==> src/rtl/bwin_pkg.sv <==
`timescale 1ns/1ps
package bwin_pkg;

    localparam int ADDR_W   = 32;
    localparam int DATA_W   = 32;
    localparam int FINE_N   = 16;
    localparam int COARSE_N = 15;
    localparam int REGION_N = FINE_N + COARSE_N;
    localparam int CFG_AW   = 8;
    localparam int HDR_LIMIT = 64;

    localparam logic [3:0]  FINE_NIBBLE  = 4'hF;
    localparam logic [15:0] DEV_ID_VAL   = 16'h0001;
    localparam logic [15:0] CMD_VAL      = 16'h0016;
    localparam logic [31:0] CLASS_VAL    = 32'h0600_0003;
    localparam logic [7:0]  CLSZ_VAL     = 8'h08;

    typedef logic [DATA_W-1:0] word_t;

    typedef enum logic [2:0] {
        SEL_IDENT,
        SEL_CMD,
        SEL_CLASS,
        SEL_MISC,
        SEL_MASK,
        SEL_ZERO
    } cfg_sel_e;

    typedef struct packed {
        logic                hit;
        logic [REGION_N-1:0] oh;
    } win_match_t;

    typedef struct packed {
        logic ctrl;
        logic thru;
    } slot_match_t;

    function automatic word_t bswap32(input word_t v);
        return {v[7:0], v[15:8], v[23:16], v[31:24]};
    endfunction

    function automatic word_t reset_mask(input logic [1:0] idx);
        return word_t'(32'd3) << {idx, 1'b0};
    endfunction

endpackage

==> src/rtl/bwin_cfg_regs.sv <==
`timescale 1ns/1ps
module bwin_cfg_regs
    import bwin_pkg::*;
#(
    parameter logic [15:0] VENDOR_ID = 16'h1AB0,
    parameter logic [7:0]  MASK_OFFS = 8'h48
) (
    input  logic              clk,
    input  logic              rst,
    input  logic [1:0]        bridge_idx,
    input  logic [CFG_AW-1:0] cfg_addr,
    input  logic              cfg_wr,
    input  word_t             cfg_wdata,
    output word_t             cfg_rdata,
    output word_t             mask_q
);

    localparam int WORD_AW = CFG_AW - 2;
    localparam logic [WORD_AW-1:0] MASK_WORD = MASK_OFFS[CFG_AW-1:2];

    logic [WORD_AW-1:0] word_idx;
    cfg_sel_e           sel;

    assign word_idx = cfg_addr[CFG_AW-1:2];

    always_comb begin
        sel = SEL_ZERO;
        if (word_idx == MASK_WORD) begin
            sel = SEL_MASK;
        end else if (int'(cfg_addr) < HDR_LIMIT) begin
            unique case (word_idx)
                WORD_AW'(0): sel = SEL_IDENT;
                WORD_AW'(1): sel = SEL_CMD;
                WORD_AW'(2): sel = SEL_CLASS;
                WORD_AW'(3): sel = SEL_MISC;
                default:     sel = SEL_ZERO;
            endcase
        end
    end

    always_ff @(posedge clk) begin
        if (rst) begin
            mask_q <= reset_mask(bridge_idx);
        end else if (cfg_wr && sel == SEL_MASK) begin
            mask_q <= bswap32(cfg_wdata);
        end
    end

    always_comb begin
        unique case (sel)
            SEL_IDENT: cfg_rdata = {DEV_ID_VAL, VENDOR_ID};
            SEL_CMD:   cfg_rdata = {16'h0000, CMD_VAL};
            SEL_CLASS: cfg_rdata = CLASS_VAL;
            SEL_MISC:  cfg_rdata = {24'h000000, CLSZ_VAL};
            SEL_MASK:  cfg_rdata = bswap32(mask_q);
            default:   cfg_rdata = '0;
        endcase
    end

endmodule

==> src/rtl/bwin_region_match.sv <==
`timescale 1ns/1ps
module bwin_region_match
    import bwin_pkg::*;
(
    input  logic [ADDR_W-1:0] host_addr,
    input  word_t             mask,
    output win_match_t        match
);

    logic [3:0]          top_nib;
    logic [3:0]          fine_sel;
    logic                in_fine;
    logic [REGION_N-1:0] oh;

    assign top_nib  = host_addr[ADDR_W-1 -: 4];
    assign fine_sel = host_addr[ADDR_W-5 -: 4];
    assign in_fine  = (top_nib == FINE_NIBBLE);

    for (genvar i = 0; i < FINE_N; i++) begin : g_fine
        assign oh[i] = in_fine && (fine_sel == 4'(i)) && mask[i];
    end

    for (genvar j = 0; j < COARSE_N; j++) begin : g_coarse
        assign oh[FINE_N + j] = (top_nib == 4'(j)) && mask[FINE_N + j];
    end

    assign match.oh  = oh;
    assign match.hit = |oh;

endmodule

==> src/rtl/bwin_slot_window.sv <==
`timescale 1ns/1ps
module bwin_slot_window
    import bwin_pkg::*;
(
    input  logic [ADDR_W-1:0] host_addr,
    input  logic [1:0]        bridge_idx,
    output slot_match_t       slot
);

    logic in_slot;

    assign in_slot   = (host_addr[ADDR_W-1 -: 7] == {FINE_NIBBLE, 1'b0, bridge_idx});
    assign slot.ctrl = in_slot && !host_addr[24];
    assign slot.thru = in_slot &&  host_addr[24];

endmodule

==> src/rtl/bwin_mask_decoder.sv <==
`timescale 1ns/1ps
module bwin_mask_decoder
    import bwin_pkg::*;
#(
    parameter logic [15:0] VENDOR_ID = 16'h1AB0,
    parameter logic [7:0]  MASK_OFFS = 8'h48
) (
    input  logic                clk,
    input  logic                rst,
    input  logic [1:0]          bridge_idx,
    input  logic [CFG_AW-1:0]   cfg_addr,
    input  logic                cfg_wr,
    input  logic [DATA_W-1:0]   cfg_wdata,
    output logic [DATA_W-1:0]   cfg_rdata,
    input  logic [ADDR_W-1:0]   host_addr,
    output logic                hit,
    output logic [REGION_N-1:0] region_oh,
    output logic                ctrl_hit,
    output logic                thru_hit
);

    word_t       mask_q;
    win_match_t  match;
    slot_match_t slot;

    bwin_cfg_regs #(
        .VENDOR_ID (VENDOR_ID),
        .MASK_OFFS (MASK_OFFS)
    ) regs_i (
        .clk        (clk),
        .rst        (rst),
        .bridge_idx (bridge_idx),
        .cfg_addr   (cfg_addr),
        .cfg_wr     (cfg_wr),
        .cfg_wdata  (cfg_wdata),
        .cfg_rdata  (cfg_rdata),
        .mask_q     (mask_q)
    );

    bwin_region_match match_i (
        .host_addr (host_addr),
        .mask      (mask_q),
        .match     (match)
    );

    bwin_slot_window slot_i (
        .host_addr  (host_addr),
        .bridge_idx (bridge_idx),
        .slot       (slot)
    );

    assign hit       = match.hit;
    assign region_oh = match.oh;
    assign ctrl_hit  = slot.ctrl;
    assign thru_hit  = slot.thru;

endmodule

==> config.mk <==
export PLATFORM = sky130hd
export DESIGN_NAME = bwin_mask_decoder
export DESIGN_NICKNAME = d
export VERILOG_FILES = /design/src/rtl/bwin_pkg.sv /design/src/rtl/bwin_cfg_regs.sv /design/src/rtl/bwin_region_match.sv /design/src/rtl/bwin_slot_window.sv /design/src/rtl/bwin_mask_decoder.sv
export SDC_FILE = /design/constraint.sdc
export NUM_CORES = 1
export LEC_CHECK = 0
export ABC_AREA = 0
export BUFFER_PORTS_ARGS = -buffer_cell sky130_fd_sc_hd__buf_2
export CORE_ASPECT_RATIO = 2
export CORE_MARGIN = 4
export CORE_UTILIZATION = 46
export CTS_BUF_LIST = sky130_fd_sc_hd__clkbuf_16
export DETAILED_ROUTE_END_ITERATION = 8
export GPL_TIMING_DRIVEN = 0
export PLACE_DENSITY = 0.95
export RECOVER_POWER = 50
export SYNTH_ARGS = -nofsm -noshare
export SYNTH_HDL_FRONTEND = slang
export SYNTH_SLANG_ARGS = --single-unit
==> constraint.sdc <==
create_clock -name clk -period 3.65 [get_ports clk]
set_clock_uncertainty 0.2 [all_clocks]
set_input_delay 0.1825 -clock clk [delete_from_list [all_inputs] [get_ports clk]]
set_output_delay 0.1825 -clock clk [all_outputs]
set_load 0.02 [all_outputs]
==> flow_metrics.tcl <==
set metrics [dict create \
    p_seq_frac 0.462 \
    drive_gt1_frac 0.295 \
    power.internal_uw 761 \
    syn_avg_cell_area_um2 9.84 \
    required_ns 3.33 \
    cp_max_fo 32 \
    numCtsBuffers 5 \
    start_kind "primary input" \
    critical_path_buf_inv_count 1 \
    area_growth_pct 34.4 \
    rsz0062_at_grt "false" \
    combPwrFrac 0.161 \
    worst_pin_slew_ns 1.20 \
    crit_type "in2reg" \
    seq_area_frac_synth 0.428 \
    cts_sinks 32 \
    drv_cap 0 \
    mappedNetlistArea_mm2 0.00224 \
    clockBufferDepth 2 \
    viasPerCell 5.53 \
    cellLeakagePower_uw 0.00146 \
    cp.arrival_ns 2.26 \
    switching_share 0.251 \
    hold_viol 0 \
    synth_cell_types 42 \
    hpwl_um 5650 \
    ioPinCount 143 \
    hold-worst-slack_ns 0.00157 \
    root_buffer "clkbuf_16" \
    gp_congestion 0.907 \
    drt_iter0_markers 78 \
    cts_setup_buffers 0 \
    largest_reg_flops 32 \
    slew_headroom 0.199 \
    clkPwrFrac 0.377 \
    wl_per_cell_um 17.1 \
    ir_drop_v 0.000433 \
    period_share 0.706 \
    cp_cell_sequence "buf_2 -> or3_4 -> nor4_4 -> a21o_1" \
    hp-class "in2reg" \
    reg_top3 "regs_i.mask_q (32)" \
    routed_wl_um 6960 \
    std_cell_rows 35 \
    end_kind "register" \
    track_usage 0.231 \
    dieArea_mm2 0.00613 \
    synthCells 228 \
    antennaDiodeCount 0 \
    grt_pass1_wl_um 11000 \
    die_x_um 57.4 \
    critPathMaxStageDelay_ns 1.01 \
    postSynthNetCount 305 \
    max_freq_mhz 388 \
    final_util 0.644 \
    firstDrtPassIters 4 \
    cp_slowest_cell "a21o_1" \
    power_density_mw_per_mm2 337 \
    drcViolationCount 0 \
    overflow 0 \
    min_period_ns 2.58 \
    drv_slew 0 \
    power_uw 1020 \
    portBuffers 115 \
    largest_register "regs_i.mask_q" \
    ant_nets 0 \
    htree_levels 2 \
    yosys_warnings 0 \
    status "completed" \
    vias 2256 \
    initial_core_util 0.479 \
    setup_tns_ns 0 \
    die_h_um 107 \
    synth-seq-cells 32 \
    cts_tree "yes" \
    switching_power_uw 255 \
    antenna_found_initial 0 \
    final_nets 430 \
    clk_pin_slew_worst_paths_ns 0.05 \
    grt_pass1_vias 2320 \
    crit_family "compound AO/OA/AOI/OAI gates" \
    core_area_mm2 0.00469 \
    setup_viol_count_final 0 \
    grt_max_degree 33 \
]
[cells in the final DEF (no fill, tap or decap), types with 2 or more instances in the layout]
| cell type | n |
|---|---|
| and2_0 | 2 |
| clkbuf_1 | 42 |
| dlygate4sd3_1 | 3 |
| o21a_1 | 6 |
| nor2_1 | 8 |
| and2_1 | 22 |
| nand3_1 | 4 |
| o211ai_1 | 2 |
| o22ai_1 | 3 |
| buf_2 | 86 |
| o21ai_0 | 7 |
| mux2_2 | 2 |
| buf_6 | 2 |
| nor3b_1 | 2 |
| edfxtp_1 | 32 |
| or3b_2 | 3 |
| a32o_1 | 3 |
| inv_1 | 11 |
| xnor2_1 | 2 |
| and3_1 | 33 |
| nor2b_1 | 32 |
| clkbuf_16 | 5 |
| nor3_1 | 2 |
| nand2_1 | 5 |
| a21o_1 | 4 |
| nand3b_1 | 3 |
| mux2i_1 | 8 |
[metrics by stage]
| stage | setup WS, ns | instance area, um^2 | cells |
|---|---|---|---|
| final | 1.07 | 3020 | 408 |
| after global routing | 0.887 | 3020 | 408 |
| after CTS | 1.06 | 3050 | 408 |
| after detailed placement | 0.777 | 2890 | 398 |
| after global placement | 0.843 | 2890 | 398 |
| after floorplan | 1.26 | 2240 | 228 |
[area by class of cell]
| class | count | area, um^2 |
|---|---|---|
| Fill cell | 414 | 1670 |
| Tap cell | 55 | 68.8 |
| Buffer | 15 | 71.3 |
| Inverter | 10 | 37.5 |
| Timing Repair Buffer | 118 | 569 |
| Clock inverter | 2 | 8.76 |
| Sequential cell | 32 | 961 |
| Multi-Input combinational cell | 171 | 1170 |
| Clock buffer | 5 | 125 |
[worst paths after layout]
path         start                              end  slack [ns]  cells past startpoint
max    cfg_addr[7]  regs_i.mask_q[31]$_SDFFCE_PP0P_        1.07                      4
min   cfg_wdata[7]  regs_i.mask_q[31]$_SDFFCE_PP0P_       0.002                      2
[per-layer routing]
layer | GRT usage | up-vias | wire length, um
li1 | - | 1076 | -
met1 | 0.245 | 1060 | 2360
met2 | 0.425 | 98 | 3910
met3 | 0.0253 | 22 | 428
met4 | 0.128 | 0 | 263
met5 | 0 | - | 0
[synthesized netlist by cell type]
cell,count,area [um^2]
nor3b_1,2,15.0
o22ai_1,3,18.8
a211oi_1,1,7.51
o32ai_1,1,8.76
mux4_2,1,22.5
nor2_1,8,30.0
nand3_1,4,20.0
clkbuf_1,11,41.3
a21o_1,4,30.0
mux2_2,2,22.5
o2111ai_1,1,8.76
nand2b_1,1,6.26
o21ai_0,7,35.0
and3_1,33,206
nor4_4,1,21.3
and2_1,24,150
nor4_2,1,12.5
o211ai_1,2,15.0
nor4_1,1,6.26
or3_4,1,11.3
edfxtp_1,32,961
or4b_2,1,10.0
and4_1,1,8.76
nor4b_1,1,8.76
a22oi_1,1,7.51
o31ai_1,1,7.51
nand4b_1,1,8.76
a32o_1,3,30.0
xor2_1,1,8.76
or3b_2,3,26.3
buf_1,2,7.51
nand2_1,5,18.8
a22o_1,1,8.76
inv_1,10,37.5
nor3_1,2,10.0
nand4_1,1,6.26
xnor2_1,2,17.5
nor2b_1,32,200
mux2i_1,8,80.1
buf_6,2,22.5
o21a_1,6,45.0
nand3b_1,3,22.5
[cell families after synthesis]
group / after synthesis / synth area share
mux: 11 / 0.0558
simple gates: 126 / 0.356
compound gates: 31 / 0.0993
buf+inv: 25 / 0.0485
xor+xnor: 3 / 0.0117
flops: 32 / 0.428
[power by group through the flow]
stage,clock (uW),combinational (uW),sequential (uW)
finish,383,164,469
global route,404,179,473
CTS,389,164,468
detailed placement,0,161,475
global placement,0,156,473
floorplan,0,98.6,463
[timing repair]
action	CTS	global route
gates resized for setup	0	0
hold buffers	3	0
endpoints found under the hold margin	3	0
(Power assumes the default switching activity.)
